`config.mk`:
```
export PLATFORM = sky130hd
export DESIGN_NAME = fsk_dds_mod
export DESIGN_NICKNAME = d
export VERILOG_FILES = /design/src/rtl/fskdds_pkg.sv /design/src/rtl/fsk_tune.sv /design/src/rtl/fsk_bitsrc.sv /design/src/rtl/fsk_phase.sv /design/src/rtl/fsk_sine.sv /design/src/rtl/fsk_dds_mod.sv
export SDC_FILE = /design/constraint.sdc
export NUM_CORES = 1
export LEC_CHECK = 0
export BUFFER_PORTS_ARGS = -buffer_cell sky130_fd_sc_hd__buf_2
export CAP_MARGIN = 40
export CORE_ASPECT_RATIO = 0.7
export CORE_MARGIN = 8
export CORE_UTILIZATION = 65
export DETAILED_ROUTE_END_ITERATION = 12
export PLACE_DENSITY = 0.81
export SYNTH_ARGS = -nofsm -noshare
export SYNTH_HDL_FRONTEND = slang
export SYNTH_SLANG_ARGS = --single-unit
```
`constraint.sdc`:
```
create_clock -name clk -period 8.12 [get_ports clk]
set_input_delay 0 -clock clk [delete_from_list [all_inputs] [get_ports clk]]
set_output_delay 0 -clock clk [all_outputs]
set_load 0.005 [all_outputs]
```
`src/rtl/fskdds_pkg.sv`:
```
package fskdds_pkg;
  localparam int NUM_CARRIERS = 8;
  localparam int NUM_BAUDS    = 4;
  localparam int CAR_W        = $clog2(NUM_CARRIERS);
  localparam int BAUD_W       = $clog2(NUM_BAUDS);
  localparam int BASE_BAUD    = 600;

  typedef struct packed {
    logic [CAR_W-1:0]  carrier;
    logic [BAUD_W-1:0] baud;
    logic              dev_full;
  } tone_cfg_t;

  function automatic longint carrier_hz(input int code);
    case (code)
      0:       return 60000;
      1:       return 66000;
      2:       return 72000;
      3:       return 76000;
      4:       return 82050;
      5:       return 86000;
      6:       return 110000;
      default: return 132500;
    endcase
  endfunction

  // Frequency given in quarter hertz, result rounded to nearest.
  function automatic longint tune_word(input longint f_q4, input longint clk_hz, input int acc_w);
    return ((f_q4 << acc_w) + 2 * clk_hz) / (4 * clk_hz);
  endfunction
endpackage

```
`src/rtl/fsk_tune.sv`:
```
module fsk_tune
  import fskdds_pkg::*;
#(
  parameter int ACC_W  = 24,
  parameter int CLK_HZ = 16_000_000
) (
  input  tone_cfg_t        cfg,
  input  logic             bit_one,
  output logic [ACC_W-1:0] word
);
  localparam int DW_N = 2 * NUM_BAUDS;

  logic [ACC_W-1:0] cw_tab [NUM_CARRIERS];
  logic [ACC_W-1:0] dw_tab [DW_N];

  for (genvar g = 0; g < NUM_CARRIERS; g++) begin : g_cw
    localparam longint CW = tune_word(4 * carrier_hz(g), CLK_HZ, ACC_W);
    assign cw_tab[g] = CW[ACC_W-1:0];
  end

  // Half of the deviation in quarter hertz: baud/4 for 0.5, baud/2 for 1.
  for (genvar g = 0; g < DW_N; g++) begin : g_dw
    localparam longint BAUD = longint'(BASE_BAUD) << (g >> 1);
    localparam longint HALF = ((g % 2) == 1) ? 2 * BAUD : BAUD;
    localparam longint DW   = tune_word(HALF, CLK_HZ, ACC_W);
    assign dw_tab[g] = DW[ACC_W-1:0];
  end

  logic                dev_eff;
  logic [BAUD_W:0]     dw_idx;
  logic [ACC_W-1:0]    cw, dw;

  always_comb begin
    dev_eff = cfg.dev_full | (cfg.baud == '0);
    dw_idx  = {cfg.baud, dev_eff};
    cw      = cw_tab[cfg.carrier];
    dw      = dw_tab[dw_idx];
    word    = bit_one ? (cw - dw) : (cw + dw);
  end
endmodule

```
`src/rtl/fsk_bitsrc.sv`:
```
module fsk_bitsrc
  import fskdds_pkg::*;
#(
  parameter int CLK_HZ = 16_000_000
) (
  input  logic              clk,
  input  logic              rst,
  input  logic              en,
  input  logic              sync_mode,
  input  logic [BAUD_W-1:0] baud_sel,
  input  logic              txd,
  output logic              bit_clk,
  output logic              tx_bit
);
  localparam int CNT_W = $clog2(CLK_HZ) + 1;
  localparam logic [CNT_W-1:0] WRAP = CNT_W'(CLK_HZ);

  logic [CNT_W-1:0] cnt;
  logic [CNT_W-1:0] inc;
  logic [CNT_W-1:0] sum;

  always_comb begin
    inc = CNT_W'(2 * BASE_BAUD) << baud_sel;
    sum = cnt + inc;
  end

  always_ff @(posedge clk) begin
    if (rst) begin
      cnt     <= '0;
      bit_clk <= 1'b0;
      tx_bit  <= 1'b1;
    end else if (!sync_mode) begin
      cnt     <= '0;
      bit_clk <= 1'b0;
      tx_bit  <= txd;
    end else if (!en) begin
      cnt     <= '0;
      bit_clk <= 1'b0;
    end else if (sum >= WRAP) begin
      cnt     <= sum - WRAP;
      bit_clk <= ~bit_clk;
      if (!bit_clk) tx_bit <= txd;
    end else begin
      cnt <= sum;
    end
  end
endmodule

```
`src/rtl/fsk_phase.sv`:
```
module fsk_phase #(
  parameter int ACC_W = 24
) (
  input  logic             clk,
  input  logic             rst,
  input  logic             en,
  input  logic [ACC_W-1:0] word,
  input  logic             tx_bit,
  output logic [ACC_W-1:0] acc,
  output logic             act_bit
);
  logic [ACC_W-1:0] acc_nxt;
  logic             half_done;

  always_comb begin
    acc_nxt   = acc + word;
    half_done = acc_nxt[ACC_W-1] ^ acc[ACC_W-1];
  end

  always_ff @(posedge clk) begin
    if (rst) begin
      acc     <= '0;
      act_bit <= 1'b1;
    end else if (!en) begin
      acc     <= '0;
      act_bit <= tx_bit;
    end else begin
      acc <= acc_nxt;
      if (half_done) act_bit <= tx_bit;
    end
  end
endmodule

```
`src/rtl/fsk_sine.sv`:
```
module fsk_sine #(
  parameter int SAMP_W = 8,
  parameter int LUT_AW = 6
) (
  input  logic              clk,
  input  logic              rst,
  input  logic              en,
  input  logic [LUT_AW+1:0] phase_top,
  input  logic              act_bit,
  output logic [SAMP_W-1:0] sample,
  output logic              tone_bit
);
  localparam int QD    = 2 ** LUT_AW;
  localparam int MAG_W = SAMP_W - 1;
  localparam int AMP   = 2 ** MAG_W - 1;

  function automatic int q_sine(input int i);
    real x, t, s;
    x = 3.14159265358979 * (real'(i) + 0.5) / (2.0 * real'(QD));
    s = x;
    t = x;
    for (int k = 1; k <= 6; k++) begin
      t = -t * x * x / real'((2 * k) * (2 * k + 1));
      s = s + t;
    end
    return $rtoi(s * real'(AMP) + 0.5);
  endfunction

  logic [MAG_W-1:0] rom [QD];
  initial begin
    for (int i = 0; i < QD; i++) rom[i] = MAG_W'(q_sine(i));
  end

  logic [LUT_AW-1:0] addr;
  logic [MAG_W-1:0]  mag_q;
  logic              neg_q, bit_q, vld_q;

  always_comb begin
    addr = phase_top[LUT_AW] ? ~phase_top[LUT_AW-1:0] : phase_top[LUT_AW-1:0];
  end

  always_ff @(posedge clk) begin
    mag_q <= rom[addr];
  end

  always_ff @(posedge clk) begin
    if (rst) begin
      neg_q    <= 1'b0;
      bit_q    <= 1'b1;
      vld_q    <= 1'b0;
      sample   <= '0;
      tone_bit <= 1'b1;
    end else begin
      neg_q    <= phase_top[LUT_AW+1];
      bit_q    <= act_bit;
      vld_q    <= en;
      tone_bit <= bit_q;
      if (!vld_q)     sample <= '0;
      else if (neg_q) sample <= ~{1'b0, mag_q};
      else            sample <= {1'b0, mag_q};
    end
  end
endmodule

```
`src/rtl/fsk_dds_mod.sv`:
```
module fsk_dds_mod
  import fskdds_pkg::*;
#(
  parameter int CLK_HZ = 16_000_000,
  parameter int ACC_W  = 24,
  parameter int SAMP_W = 8,
  parameter int LUT_AW = 6
) (
  input  logic              clk,
  input  logic              rst,
  input  logic              tx_en,
  input  logic              sync_mode,
  input  logic [2:0]        carrier_sel,
  input  logic [1:0]        baud_sel,
  input  logic              dev_full,
  input  logic              txd,
  output logic              bit_clk,
  output logic [SAMP_W-1:0] sample,
  output logic              tone_bit
);
  tone_cfg_t        cfg;
  logic             tx_bit, act_bit;
  logic [ACC_W-1:0] word, acc;

  always_comb begin
    cfg.carrier  = carrier_sel;
    cfg.baud     = baud_sel;
    cfg.dev_full = dev_full;
  end

  fsk_bitsrc #(.CLK_HZ(CLK_HZ)) u_bitsrc (
    .clk(clk), .rst(rst), .en(tx_en), .sync_mode(sync_mode),
    .baud_sel(baud_sel), .txd(txd), .bit_clk(bit_clk), .tx_bit(tx_bit)
  );

  fsk_tune #(.ACC_W(ACC_W), .CLK_HZ(CLK_HZ)) u_tune (
    .cfg(cfg), .bit_one(act_bit), .word(word)
  );

  fsk_phase #(.ACC_W(ACC_W)) u_phase (
    .clk(clk), .rst(rst), .en(tx_en), .word(word), .tx_bit(tx_bit),
    .acc(acc), .act_bit(act_bit)
  );

  fsk_sine #(.SAMP_W(SAMP_W), .LUT_AW(LUT_AW)) u_sine (
    .clk(clk), .rst(rst), .en(tx_en),
    .phase_top(acc[ACC_W-1 -: LUT_AW+2]), .act_bit(act_bit),
    .sample(sample), .tone_bit(tone_bit)
  );
endmodule

```
### Yosys cells after proc, flatten, opt, wreduce, memory -nomap -nowiden

Memories as Yosys holds them, arrays and structs flattened. A register that Yosys moved wholly into a read port is not among the register bits.
Cells that the tools add are included.

| cells by class | value |
|---|---|
| reductions and logical operators | 6 |
| $add $sub $neg | 5 |
| multiplexer cells | 14 |
| bitwise gates (word level) | 11 |
| shift operators | 1 |
| equal/unequal tests | 4 |
| magnitude comparators | 3 |

Operator list:

| operator | count |
|---|---|
| $mux W24 | 5 |
| $add A24 B24 Y24 | 2 |
| $add A25 B25 Y25 | 1 |
| $ge A25 B24 Y1 const B | 1 |
| $mux W25 | 1 |
| $shl A11 B2 Y25 const A | 1 |
| $sub A25 B24 Y25 const B | 1 |
| $sub A24 B24 Y24 | 1 |
| $ge A4 B4 Y1 const B | 2 |
| $not A3 Y4 | 2 |
| $not A7 Y8 | 1 |
| $mux W7 | 1 |
| $mux W1 | 6 |
| $mux W6 | 1 |
| $not A6 Y6 | 1 |
| $reduce_or A3 Y1 | 2 |
| $not A1 Y1 | 5 |
| $ne A2 B1 Y1 const B | 2 |
| $ne A2 B2 Y1 const B | 2 |
| $reduce_or A2 Y1 | 2 |
| $reduce_and A3 Y1 | 1 |
| $logic_not A2 Y1 | 1 |
| $or A1 B1 Y1 | 1 |
| $xor A1 B1 Y1 | 1 |

| storage, ports and cells | value |
|---|---|
| input bits | 11 |
| memories | 3 |
| flip-flop bits (word level) | 64 |
| memory bits (read-only) | 832 |
| word-level logic and storage cells | 58 |

Memory list:

| name | words | width | rd ports | clocked after Yosys merged registers in | wr ports | RTL line | RTL |
|---|---|---|---|---|---|---|---|
| u_sine.rom | 64 | 7 | 1 | 1 | 0 | fsk_sine.sv:29 | `logic [MAG_W-1:0] rom [QD];` |
| (name not given) | 8 | 24 | 1 | 0 | 0 | fsk_tune.sv:36 | `cw = cw_tab[cfg.carrier];` |
| (name not given) | 8 | 24 | 1 | 0 | 0 | fsk_tune.sv:37 | `dw = dw_tab[dw_idx];` |

### Longest topological paths before layout

Gate-level depths: netlist of run 1.

| logic depth | value |
|---|---|
| depth after elaboration | 12 |
| depth in mapped cells | 32 |
| depth with buffers taken out | 32 |

### Cells and area by module

A second synthesis of run 1 with hierarchy kept.

| second synthesis, totals | value |
|---|---|
| cells, all modules | 975 |
| area, all modules | 7329.5 µm² |

By module, submodules not included:

| module | cells an instance | instances | area each (µm²) |
|---|---|---|---|
| fsk_phase | 247 | 1 | 1994.4 |
| fsk_bitsrc | 241 | 1 | 1904.3 |
| fsk_tune | 271 | 1 | 1825.5 |
| fsk_sine | 216 | 1 | 1605.3 |

### Least setup slack after synthesis of run 1

OpenSTA, ideal clock, no wires.

| timing | value |
|---|---|
| path kind | input-to-reg |
| start | in baud_sel[1] |
| end | reg u_phase.acc[22] |
| slack | 2.928 ns |
| data required time | 7.992 ns |
| setup time | 0.128 ns |
| stages | 30 |
| arrival time | 5.064 ns |
| cell sequence | inv_1 ha_1 or2_2 ha_1 nand2_1 inv_1 ha_1 mux2i_1 ha_1 nor2b_1 o21ai_0 a21oi_1 nor4b_1 o31ai_1 a21oi_1 o21bai_1 a21oi_1 xnor2_1 ha_1 a21o_1 a21o_1 a21oi_1 o21ai_0 nand3_1 nand2_1 a311oi_1 o21bai_1 a21oi_1 xor2_1 nor2_1 |

| between the ends | value |
|---|---|
| cells in the longest elaborated chain, start to end | 9 |
| elaborated cells on any way between the ends | 10 |
| classes of those cells | add/sub (3); mux (3); bitwise (2); reduce/logical (1); memory (1) |

Ends and longest elaborated chain:

| element | RTL line | RTL |
|---|---|---|
| from (decl) | fsk_dds_mod.sv:14 | `input logic [1:0] baud_sel,` |
| $logic_not A2 Y1 | fsk_tune.sv:34 | `dev_eff = cfg.dev_full \| (cfg.baud == '0);` |
| $or A1 B1 Y1 | fsk_tune.sv:34 |  |
| $not A3 Y4 (implied by the code) * | fsk_tune.sv:37 |  |
| $mem_v2 Z8 W24 * | -- |  |
| $mux W24 (implied by the code) * (2 in series) | fsk_tune.sv:37 |  |
| $add A24 B24 Y24 / $sub A24 B24 Y24 (equally long branches) | fsk_tune.sv:38 | `word = bit_one ? (cw - dw) : (cw + dw);` |
| $mux W24 * | fsk_tune.sv:38 |  |
| $add A24 B24 Y24 * | fsk_phase.sv:16 | `acc_nxt = acc + word;` |
| to (signal assigned) | fsk_phase.sv:28 | `acc <= acc_nxt;` |
| to (decl) | fsk_phase.sv:9 | `output logic [ACC_W-1:0] acc,` |

Mark *: on every way between the ends. The rest lies on a longest branch, timed or not. The select of a mux whose other input is x is not followed.
A chain may end at the register's enable or synchronous reset.

### Final worst setup path of run 1

Same ends and word-level chain as after synthesis.

==> impl_summary.txt, run 1 <==
----------------------------------------------------
[Critical path]
  R2R Path Start ... u_phase.act_bit
  Worst R2R Path Depth ... 24
  Largest stage delay, worst path ... 460 ps
  CP startpoint kind ... input port
  Setup CP Type ... input port to register
  CP Launch Point ... baud_sel[1]
  Worst endpoint data arrival time ... 6420 ps
  Data required time of the worst path ... 8320 ps
  Biggest fanout along the worst timing path ... 16
  Kind of capture point of the worst setup path ... register
  Slowest library cell on the worst path ... sky130_fd_sc_hd__nor4b_1

[Timing]
  Setup violations, final ... 0
  Max Clock Skew ... 6.55 ps
  Final-layout setup total negative slack ... 0 ps
  Setup repair after global routing missed its margin ... false
  Smallest hold slack ... 324 ps
  Minimum clock period ... 6220 ps
  Final worst-path cycle share ... 0.766
  Final Hold Viols ... 0
  Slew margin rel. ... 0.369
  Final Max Slew Viols ... 0
  Smallest setup slack after layout ... 1900 ps
  Max frequency ... 161 MHz
  Actual transition at the worst max-transition pin ... roughly 950 ps

[Clocking]
  Clock-pin transition on the worst setup and hold timing paths ... 60 ps
  CTS H-tree depth ... 3
  Worst-Skew Late Latency ... ~340 ps
  Root Buffer Master ... sky130_fd_sc_hd__clkbuf_16
  TritonCTS clock tree ... done
  Total CTS buffers ... 9
  Total number of clock tree sinks ... 67
  Maximum number of buffers from clock root to sink ... 2

[Outcome]
  Result of the run ... complete, no violations

[Synth]
  Top_reg_cell synth ... sky130_fd_sc_hd__dfxtp_1
  Number of cells produced by synthesis ... 842
  Syn nets ... 933
  Area share of the largest cell type after synthesis ... 0.208
  Register area share after synthesis ... 0.208
  Warnings, synthesis ... 0
  Dominant cell type by area after synthesis ... sky130_fd_sc_hd__dfxtp_1
  Average instance area after synthesis ... approximately 7.7 sq um
  Flip-flop and latch count after synthesis ... 67
  Cell variety after synth ... 68
  Post-synthesis async set-or-reset flop share ... 0
  Number of enable flip-flop cells after synthesis ... 0
  Biggest area contributors in the synthesized netlist ... sky130_fd_sc_hd__dfxtp_1, sky130_fd_sc_hd__ha_1, sky130_fd_sc_hd__xnor2_1, sky130_fd_sc_hd__nor2_1, sky130_fd_sc_hd__a21oi_1
  Netlist Area Pre-Place ... 6440 sq um

[Placement]
  Number of port buffers ... 20
  Pre-CTS setup slack ... about 1700 ps
  DP Wirelength ... 12300 um
  Routability Congestion ... 0.965

[Finish]
  Total of fill cells in the finished design ... 781
  Ratio of cells with drive above 1 in the final layout ... 0.0649
  Total area of multi-input combinational cells ... about 4800 sq um
  Final net count ... 934
  Reg area ... ~1300 sq um
  Most frequent cells in the layout ... sky130_fd_sc_hd__nor2_1, sky130_fd_sc_hd__ha_1, sky130_fd_sc_hd__a21oi_1, sky130_fd_sc_hd__nand2_1, sky130_fd_sc_hd__dfxtp_1
  Layout-stage area growth over the synthesis result ... 8.06%
  Count of inserted antenna diode cells ... 0
  Most common cell after layout, fill and taps aside ... sky130_fd_sc_hd__nor2_1

[Route]
  DR DRC count ... 0
  Number of routed nets with antenna violations ... 0
  DR vias ... 6172
  Wire length reported by the detailed router ... 16300 um
  Routed len/inst ... 16.7 um
  Router iterations before antenna repair ... 5
  Vias per cell ... 6.32
  Initial drt markers ... 682

[Die]
  Starting utilization of the core area ... 0.665
  Horizontal die dimension ... ~140 um
  Chip height ... 99.3 um
  Top-level port count ... 21
  Die Outline Area ... 13400 sq um
  Std-Cell Core Area ... just under 10000 sq um
  Rows ... 30

[Worst hold path]
  Number of cells on the worst hold path ... 4
  Worst hold path class ... input port to register
  Launch point of the worst hold path ... baud_sel[0]

[Pwr]
  Static power due to leakage ... 3.12 nW
  Total power per unit cell area ... 257 nW/um^2
  Max VDD drop ... 0.110 mV

[Job]
  Max-cap violation count ... 0

[Global routing]
  Wire length of the first global-routing pass ... 26900 um
  Vias in the first global route ... between 5000 and 6000
  Maximum number of pins on one net before global-route repair ... 29
  Global routing usage summed across all routing layers ... 0.240
  Antenna violations before repair ... 0
  Congestion Overflow GR ... 0

----------------------------------------------------
## metal layers
metal | GRT usage | vias up | routed length, um
met2 | 0.391 | 263 | 7510
met4 | 0.0604 | 0 | 233
li1 | - | 2995 | -
met1 | 0.318 | 2877 | 7420
met3 | 0.0458 | 37 | 1160
met5 | 0 | - | 0
## per-stage QoR
stage / utilization / power [mW] / instances / instance area [sq um]
5_1_grt: 0.719 / 1.90 / 976 / 6960
2_1_floorplan: - / 1.14 / 842 / 6440
4_1_cts: 0.719 / 1.77 / 976 / 6960
3_5_place_dp: 0.681 / 1.33 / 956 / 6600
6_report: 0.719 / 1.79 / 976 / 6960
3_3_place_gp: 0.678 / 1.28 / 954 / 6570
## worst max-delay path, delay by kind of cell
kind	cells	cell delay (ps)
AO/OA/AOI/OAI	13	2560
buffers and inverters	3	520
multiplexers	1	240
XOR/XNOR	2	330
adder cells (fa/ha/maj)	5	1510
AND/OR/NAND/NOR	7	1260
## path summary, 6_finish.rpt
kind / end / slack, ps
max: u_phase.acc[22] / 1900
min reg2reg: u_sine.tone_bit / 420
min: u_bitsrc.cnt[8] / 320
max reg2reg: u_phase.acc[22] / 2720
## cells in the mapped netlist, types with 9 or more instances
| library cell | n |
|---|---|
| sky130_fd_sc_hd__xor2_1 | 29 |
| sky130_fd_sc_hd__dfxtp_1 | 67 |
| sky130_fd_sc_hd__nor3_1 | 18 |
| sky130_fd_sc_hd__xnor2_1 | 52 |
| sky130_fd_sc_hd__mux2i_1 | 14 |
| sky130_fd_sc_hd__clkbuf_1 | 33 |
| sky130_fd_sc_hd__nor2_1 | 101 |
| sky130_fd_sc_hd__and3_1 | 16 |
| sky130_fd_sc_hd__inv_1 | 43 |
| sky130_fd_sc_hd__nand4_1 | 9 |
| sky130_fd_sc_hd__nor2b_1 | 14 |
| sky130_fd_sc_hd__nand3_1 | 23 |
| sky130_fd_sc_hd__o21a_1 | 10 |
| sky130_fd_sc_hd__a21o_1 | 25 |
| sky130_fd_sc_hd__o21bai_1 | 10 |
| sky130_fd_sc_hd__a211oi_1 | 9 |
| sky130_fd_sc_hd__ha_1 | 77 |
| sky130_fd_sc_hd__a21oi_1 | 72 |
| sky130_fd_sc_hd__o21ai_0 | 30 |
| sky130_fd_sc_hd__nand2_1 | 70 |
## cell type report
type                    count  share of cell area
inverters                  44              0.0237
clock inverters             6              0.0128
flip-flops and latches     67               0.193
repair buffers             27              0.0255
well taps                 128              0.0230
clock buffers              10              0.0343
multi-input cells         694               0.688
## power breakdown
group | switching, mW | internal, mW
clock network | 0.150 | 0.277
logic | 0.533 | 0.389
registers | 0.0542 | 0.384
## what timing repair did
item / CTS / global route
hold endpoints to repair: 8 / 0
gates resized for setup: 0 / 0
setup buffers: 0 / 0
hold buffers: 4 / 0
## logic make-up after synthesis
kind of cell	after synthesis	share of synthesized area
XOR/XNOR	81	0.110
adder cells (fa/ha/maj)	80	0.159
flip-flops	67	0.208
buffers and inverters	81	0.0483
AND/OR/NAND/NOR	286	0.207
AO/OA/AOI/OAI	231	0.242
multiplexers	16	0.0252
## sequential cells by signal, indices dropped and copies added (netlist names), 7 cells and up
name and cells:
u_sine.mag_q 7, u_sine.sample 8, u_bitsrc.cnt 21, u_phase.acc 24
No activity file was read; power rests on OpenSTA's default activity.
==> inputs of run 2 (changes only) <==
--- a/config.mk
+++ b/config.mk
@@ -5,13 +5,14 @@
 export SDC_FILE = /design/constraint.sdc
 export NUM_CORES = 1
 export LEC_CHECK = 0
+export ABC_AREA = 1
 export BUFFER_PORTS_ARGS = -buffer_cell sky130_fd_sc_hd__buf_2
 export CAP_MARGIN = 40
 export CORE_ASPECT_RATIO = 0.7
 export CORE_MARGIN = 8
-export CORE_UTILIZATION = 65
+export CORE_UTILIZATION = 58
 export DETAILED_ROUTE_END_ITERATION = 12
-export PLACE_DENSITY = 0.81
+export PLACE_DENSITY = 0.76
 export SYNTH_ARGS = -nofsm -noshare
 export SYNTH_HDL_FRONTEND = slang
 export SYNTH_SLANG_ARGS = --single-unit
==> constraint.sdc (replaced) <==
create_clock -name clk -period 5.6 [get_ports clk]
set_input_delay 0 -clock clk [delete_from_list [all_inputs] [get_ports clk]]
set_output_delay 0 -clock clk [all_outputs]
set_load 0.005 [all_outputs]
==> run 2 against run 1 <==
  * Wire length fell by 8.7%
  * Synthesized area fell by 1.4%
  * Flip-flop and latch count unchanged
  * First-iteration DRC count fell by 28%
  * Critical path depth up 2
  * Non-clock buffer count shrank 1
  * Worst setup slack lost 1300 ps
  * Clock-buffer cell count fell by 1
  * Clock power is 21% higher
  * Design area is 1.1% lower
  * Synthesized cell count rose by 17%
  * Via count shrank 0.39%
==> impl_summary.txt, run 2 <==
----------------------------------------------------
[Finish]
  Number of flip-flops under the largest register name ... 24
  Count of inserted antenna diode cells ... 0
  Most frequent cells in the layout ... sky130_fd_sc_hd__nand2_1, sky130_fd_sc_hd__inv_1, sky130_fd_sc_hd__nor2_1, sky130_fd_sc_hd__a21oi_1, sky130_fd_sc_hd__ha_1
  Ratio of cells with drive above 1 in the final layout ... 0.0872
  Post-route cell area ... approximately 6900 sq um
  Layout-stage area growth over the synthesis result ... 8.41%
  Final net count ... 1095
  Total of fill cells in the finished design ... 1027
  Reg area ... 1340 sq um
  Most common cell after layout, fill and taps aside ... sky130_fd_sc_hd__nand2_1
  Registers with the most flip-flops ... u_phase.acc (24), u_bitsrc.cnt (21), u_sine.sample (8)
  Register ranked first by flip-flop count ... u_phase.acc
  Total area of multi-input combinational cells ... about 4400 sq um

[Critical path]
  Largest stage delay, worst path ... 450 ps
  Slowest library cell on the worst path ... sky130_fd_sc_hd__fa_1
  Kind of capture point of the worst setup path ... register
  Setup CP Type ... input port to register
  CP startpoint kind ... input port
  Data required time of the worst path ... slightly below 6000 ps
  Cell mode on critical path ... sky130_fd_sc_hd__nand2_1
  Worst endpoint data arrival time ... around 5300 ps
  Biggest fanout along the worst timing path ... 10

[Synth]
  Register area share after synthesis ... 0.211
  Average instance area after synthesis ... ~6.4 sq um
  Area share of the largest cell type after synthesis ... 0.211
  Flip-flop and latch count after synthesis ... 67
  Netlist Area Pre-Place ... 6350 sq um
  Most common cell in the synthesized netlist ... sky130_fd_sc_hd__nand2_1
  Dominant cell type by area after synthesis ... sky130_fd_sc_hd__dfxtp_1
  Warnings, synthesis ... 0
  Number of cells produced by synthesis ... 985
  Post-synthesis async set-or-reset flop share ... 0
  Cell variety after synth ... 47
  Biggest area contributors in the synthesized netlist ... sky130_fd_sc_hd__dfxtp_1, sky130_fd_sc_hd__ha_1, sky130_fd_sc_hd__nand2_1, sky130_fd_sc_hd__inv_1, sky130_fd_sc_hd__a21oi_1
  Syn nets ... 1076
  Number of enable flip-flop cells after synthesis ... 0
  Top_reg_cell synth ... sky130_fd_sc_hd__dfxtp_1
  Synth cell count leaders ... sky130_fd_sc_hd__nand2_1, sky130_fd_sc_hd__inv_1, sky130_fd_sc_hd__nor2_1

[Global routing]
  Vias in the first global route ... 5585
  Antenna violations before repair ... 0
  Wire length of the first global-routing pass ... approximately 26000 um
  Global routing usage summed across all routing layers ... 0.210
  Congestion Overflow GR ... 0
  Maximum number of pins on one net before global-route repair ... 23

[Route]
  Vias per cell ... 5.29
  Number of routed nets with antenna violations ... 0
  DR vias ... 6148
  Wire length reported by the detailed router ... 14900 um
  Routed len/inst ... 12.8 um
  Initial drt markers ... 490
  Router iterations before antenna repair ... 7
  DR DRC count ... 0

[Timing]
  Max frequency ... 199 MHz
  Setup repair after global routing missed its margin ... false
  Actual transition at the worst max-transition pin ... 681 ps
  Setup violations, final ... 0
  Max Clock Skew ... 11.6 ps
  Final-layout setup total negative slack ... 0 ps
  Final worst-path cycle share ... 0.899
  Final Hold Viols ... 0
  Minimum clock period ... 5030 ps
  Final Max Slew Viols ... 0
  Slew margin rel. ... 0.543

[Placement]
  Number of port buffers ... 20
  Routability Congestion ... about 0.95
  Cell area after placement ... 6580 sq um
  DP Wirelength ... 11700 um

[Clocking]
  Root Buffer Master ... sky130_fd_sc_hd__clkbuf_16
  Maximum number of buffers from clock root to sink ... 2
  Clock-pin transition on the worst setup and hold timing paths ... around 60 ps
  Total CTS buffers ... 9
  Post-CTS Repair Setup Buffers ... 0
  CTS H-tree depth ... 3
  Worst-Skew Late Latency ... 340 ps
  Total number of clock tree sinks ... 67
  TritonCTS clock tree ... done

[Pwr]
  Max VDD drop ... 0.406 mV
  Switching share of power ... 0.498
  Internal ... ~1.6 mW
  Total power per unit cell area ... between 400 and 500 nW/um^2
  Combinational cell fraction of total power ... 0.645
  Clock network fraction of design power ... 0.157
  Sequential power share ... 0.198
  Static power due to leakage ... 3.51 nW
  Total net switching power ... between 1.5 and 2 mW

[Die]
  Chip height ... 104 um
  Horizontal die dimension ... 141 um
  Rows ... 32
  Top-level port count ... 21
  Die Outline Area ... 14600 sq um
  Std-Cell Core Area ... roughly 11000 sq um
  Starting utilization of the core area ... 0.585

[Worst hold path]
  Worst hold path class ... input port to register

[Outcome]
  Result of the run ... complete, no violations

[Job]
  Max-cap violation count ... 0

----------------------------------------------------
==> run 2: cell count changes after synthesis, sizes merged, moves of 14 or more <==
cell	before	now
nand2	70	268
inv	43	125
o21ai	30	73
nand3	23	60
xnor2	52	20
a21o	25	4
clkbuf	33	13
and3	16	0
mux2i	14	0
nor2b	14	0
==> run 2: what timing repair did <==
item | in CTS | in global routing
hold endpoints to repair | 7 | 0
hold buffers | 3 | 0
gates resized for setup | 0 | 3
setup endpoints to repair | 0 | 2
==> run 2: layout make-up <==
| cell class | instances | share of cell area |
|---|---|---|
| tap | 153 | 0.0278 |
| multi-input combinational | 771 | 0.645 |
| timing repair buffer | 26 | 0.0222 |
| inverter | 129 | 0.0705 |
| clock inverter | 7 | 0.00654 |
| clock buffer | 9 | 0.0327 |
| sequential | 67 | 0.195 |
==> run 2: logic make-up after synthesis <==
family,after synthesis,synth area share
XOR/XNOR,41,0.0565
AND/OR/NAND/NOR,463,0.318
AO/OA/AOI/OAI,187,0.162
flip-flops,67,0.211
adder cells (fa/ha/maj),80,0.161
buffers and inverters,147,0.0906
==> run 2: metrics by stage <==
stage	power (mW)	util	std cells	setup slack, ps	hold slack (ps)
detailed placement	2.72	0.606	1143	230	260
CTS	3.25	0.634	1162	539	49.9
global route	3.66	0.635	1162	37.9	101
global placement	2.72	0.606	1143	384	259
floorplan	2.29	-	985	1060	72.0
finish	3.29	0.635	1162	568	56.9
==> run 2: worst max-delay path: cells and delay by family <==
kind / cells / cell delay, ps
AND/OR/NAND/NOR: 13 / 1380
buffers and inverters: 5 / 550
AO/OA/AOI/OAI: 9 / 1590
adder cells (fa/ha/maj): 5 / 1630
XOR/XNOR: 1 / 110
==> run 2: power by group through the flow <==
stage / clock [mW] / combinational, mW / sequential, mW
after global routing: 0.545 / 2.45 / 0.661
after floorplan: 0 / 1.65 / 0.640
after global placement: 0 / 2.06 / 0.659
after detailed placement: 0 / 2.06 / 0.660
final: 0.516 / 2.12 / 0.650
after CTS: 0.524 / 2.08 / 0.651
==> run 2: worst paths after layout <==
path                                 startpoint              end  slack, ps  cells after the start
worst max-delay path                baud_sel[1]  u_phase.acc[21]        570                     33
worst min-delay path                  sync_mode  u_bitsrc.tx_bit         60                      5
worst max register to register  u_phase.act_bit  u_phase.acc[21]       1020                     28
worst min register to register     u_sine.bit_q  u_sine.tone_bit        420                      1
==> run 2: metal layers <==
layer / global-route usage / up-vias / wire length, um / part of all wire
met4: 0.0497 / 0 / 133 / 0.0089
met3: 0.0399 / 13 / 990 / 0.066
li1: - / 3264 / - / -
met2: 0.319 / 171 / 6200 / 0.42
met1: 0.300 / 2700 / 7570 / 0.51
met5: 0 / - / 0 / 0
==> inputs of run 3 (changes only) <==
--- a/config.mk
+++ b/config.mk
@@ -5,12 +5,12 @@
 export SDC_FILE = /design/constraint.sdc
 export NUM_CORES = 1
 export LEC_CHECK = 0
-export ABC_AREA = 1
 export BUFFER_PORTS_ARGS = -buffer_cell sky130_fd_sc_hd__buf_2
 export CAP_MARGIN = 40
 export CORE_ASPECT_RATIO = 0.7
 export CORE_MARGIN = 8
 export CORE_UTILIZATION = 58
+export CTS_CLUSTER_SIZE = 40
 export DETAILED_ROUTE_END_ITERATION = 12
 export PLACE_DENSITY = 0.76
 export SYNTH_ARGS = -nofsm -noshare
==> run 3 against run 2 <==
  * Flip-flop and latch count did not move
  * Worst hold slack better by 250 ps
  * Non-clock buffer count rose by 18
  * Register-to-register slack worse by 280 ps
  * Clock-buffer cell count is 1 higher
  * Clock skew decreased by 3.0 ps
  * Critical path type unchanged
  * Largest cell class unchanged
  * Largest power group unchanged
==> impl_summary.txt, run 3 (synthesis results as in run 1) <==
----------------------------------------------------
[Outcome]
  Result of the run ... complete, no violations

[Pwr]
  Internal ... 1.56 mW
  Clock network fraction of design power ... 0.240
  Total power per unit cell area ... between 300 and 400 nW/um^2
  Total design power ... between 2 and 3 mW
  Switching share of power ... 0.410
  Static power due to leakage ... 3.21 nW
  Sequential power share ... 0.239
  Max VDD drop ... 0.167 mV
  Combinational cell fraction of total power ... 0.520
  Total net switching power ... 1.09 mW

[Critical path]
  Sum of buffers and inverters on the critical path ... 5
  Largest stage delay, worst path ... a little under 400 ps
  Setup CP Type ... input port to register
  CP delay by family, top ... compound AO/OA/AOI/OAI gates
  Cell mode on critical path ... sky130_fd_sc_hd__ha_1
  Biggest fanout along the worst timing path ... 6
  Kind of capture point of the worst setup path ... register
  Data required time of the worst path ... 5800 ps
  CP startpoint kind ... input port
  Worst endpoint data arrival time ... 5460 ps
  Slowest library cell on the worst path ... sky130_fd_sc_hd__o31ai_1

[Clocking]
  Worst-Skew Late Latency ... about 340 ps
  Root Buffer Master ... sky130_fd_sc_hd__clkbuf_16
  Clock-pin transition on the worst setup and hold timing paths ... 60 ps
  Post-CTS Repair Setup Buffers ... 0
  CTS H-tree depth ... 3
  Maximum number of buffers from clock root to sink ... 2
  TritonCTS clock tree ... done
  Total CTS buffers ... 9
  Total number of clock tree sinks ... 67

[Route]
  Routed len/inst ... 16.0 um
  Wire length reported by the detailed router ... roughly 16000 um
  DR DRC count ... 0
  DR vias ... ~6200
  Initial drt markers ... 572
  Vias per cell ... 6.08
  Number of routed nets with antenna violations ... 0
  Router iterations before antenna repair ... 5

[Timing]
  Minimum clock period ... 5270 ps
  Max Clock Skew ... 8.58 ps
  Setup violations, final ... 0
  Actual transition at the worst max-transition pin ... 938 ps
  Final Max Slew Viols ... 0
  Smallest setup slack after layout ... between 300 and 400 ps
  Max frequency ... 190 MHz
  Final worst-path cycle share ... 0.940
  Slew margin rel. ... 0.374
  Final Hold Viols ... 0

[Die]
  Starting utilization of the core area ... 0.590
  Horizontal die dimension ... 142 um
  Top-level port count ... 21
  Die Outline Area ... 14800 sq um
  Rows ... 32
  Std-Cell Core Area ... 10900 sq um
  Chip height ... 104 um

[Finish]
  Registers with the most flip-flops ... u_phase.acc (24), u_bitsrc.cnt (21), u_sine.sample (8)
  Most frequent cells in the layout ... sky130_fd_sc_hd__nor2_1, sky130_fd_sc_hd__ha_1, sky130_fd_sc_hd__nand2_1, sky130_fd_sc_hd__a21oi_1, sky130_fd_sc_hd__dfxtp_1
  Final net count ... 951
  Number of flip-flops under the largest register name ... 24
  Non-Filler Instances ... just over 1000
  Layout-stage area growth over the synthesis result ... 11.0%
  Total of fill cells in the finished design ... 960
  Final cell utilization of the core ... 0.655
  Reg area ... 1340 sq um
  Ratio of cells with drive above 1 in the final layout ... 0.0925
  Register ranked first by flip-flop count ... u_phase.acc
  Most common cell after layout, fill and taps aside ... sky130_fd_sc_hd__nor2_1
  Total area of multi-input combinational cells ... a little under 5000 sq um
  Post-route cell area ... 7150 sq um
  Count of inserted antenna diode cells ... 0

[Global routing]
  Global routing usage summed across all routing layers ... 0.218
  Congestion Overflow GR ... 0
  Wire length of the first global-routing pass ... 27300 um
  Maximum number of pins on one net before global-route repair ... 31
  Vias in the first global route ... about 5700
  Antenna violations before repair ... 0

[Placement]
  Post-placement cell count ... 998
  DP Wirelength ... 12000 um
  Number of port buffers ... 20
  Routability Congestion ... 0.933
  Pre-CTS setup slack ... -143 ps
  Cell area after placement ... 6750 sq um

[Worst hold path]
  Worst hold path class ... input port to register

[Job]
  Max-cap violation count ... 0

----------------------------------------------------
==> run 3: changes by cell type in the layout (fill, tap and decap cells not counted), moves of 9 or more <==
cell,delta
sky130_fd_sc_hd__mux2i_1,+14
sky130_fd_sc_hd__a21oi_1,-12
sky130_fd_sc_hd__nor3_1,+9
sky130_fd_sc_hd__and3_1,+16
sky130_fd_sc_hd__inv_1,-76
sky130_fd_sc_hd__a21o_1,+21
sky130_fd_sc_hd__nand3_1,-33
sky130_fd_sc_hd__o21ai_0,-39
sky130_fd_sc_hd__nand2_2,-18
sky130_fd_sc_hd__nand2_1,-179
sky130_fd_sc_hd__nor2b_1,+14
sky130_fd_sc_hd__xnor2_1,+32
sky130_fd_sc_hd__nor2_1,+14
sky130_fd_sc_hd__buf_4,+16
==> run 3: what timing repair did <==
| item | 4_1_cts | 5_1_grt |
|---|---|---|
| hold endpoints to repair | 7 | 0 |
| resized for setup | 0 | 9 |
| setup endpoints to repair | 0 | 5 |
| hold buffers | 4 | 0 |
==> run 3: metrics by stage <==
stage	TNS [ps]	hold slack, ps
2_1_floorplan	0	71.6
3_3_place_gp	0	259
3_5_place_dp	-265	263
4_1_cts	0	308
5_1_grt	-4.52	349
6_report	0	308
==> run 3: final timing paths <==
kind | from | endpoint | slack [ps] | cells past startpoint
worst min-delay path | baud_sel[0] | u_bitsrc.cnt[4] | 310 | 5
worst max-delay path | baud_sel[1] | u_phase.acc[23] | 330 | 29
worst max register to register | u_phase.act_bit | u_phase.acc[23] | 740 | 21
worst min register to register | u_sine.bit_q | u_sine.tone_bit | 410 | 1
==> run 3: metal layers <==
layer / routed length, um / global-route usage / vias to the layer above
met3: 976 / 0.0367 / 17
met2: 7230 / 0.339 / 211
met4: 128 / 0.0390 / 0
met1: 7920 / 0.309 / 2913
li1: - / - / 3045
met5: 0 / 0 / -
==> run 3: worst min-delay path, cell delays in order <==
cell,delay [ps]
sky130_fd_sc_hd__buf_2,110
sky130_fd_sc_hd__inv_1,70
sky130_fd_sc_hd__ha_1,170
sky130_fd_sc_hd__ha_1,140
sky130_fd_sc_hd__and3_1,140
==> run 3: power by group through the flow <==
stage / registers [mW] / clock network, mW / logic, mW
after CTS: 0.633 / 0.641 / 1.34
after floorplan: 0.595 / 0 / 1.06
after global routing: 0.645 / 0.663 / 1.53
after detailed placement: 0.643 / 0 / 1.32
after global placement: 0.647 / 0 / 1.27
final: 0.634 / 0.637 / 1.38
==> run 3: area by class of cell <==
type / count / area share
multi-input combinational: 694 / 0.675
timing repair buffer: 44 / 0.0416
sequential: 67 / 0.187
inverter: 44 / 0.0231
tap: 153 / 0.0268
clock inverter: 6 / 0.0124
clock buffer: 10 / 0.0334
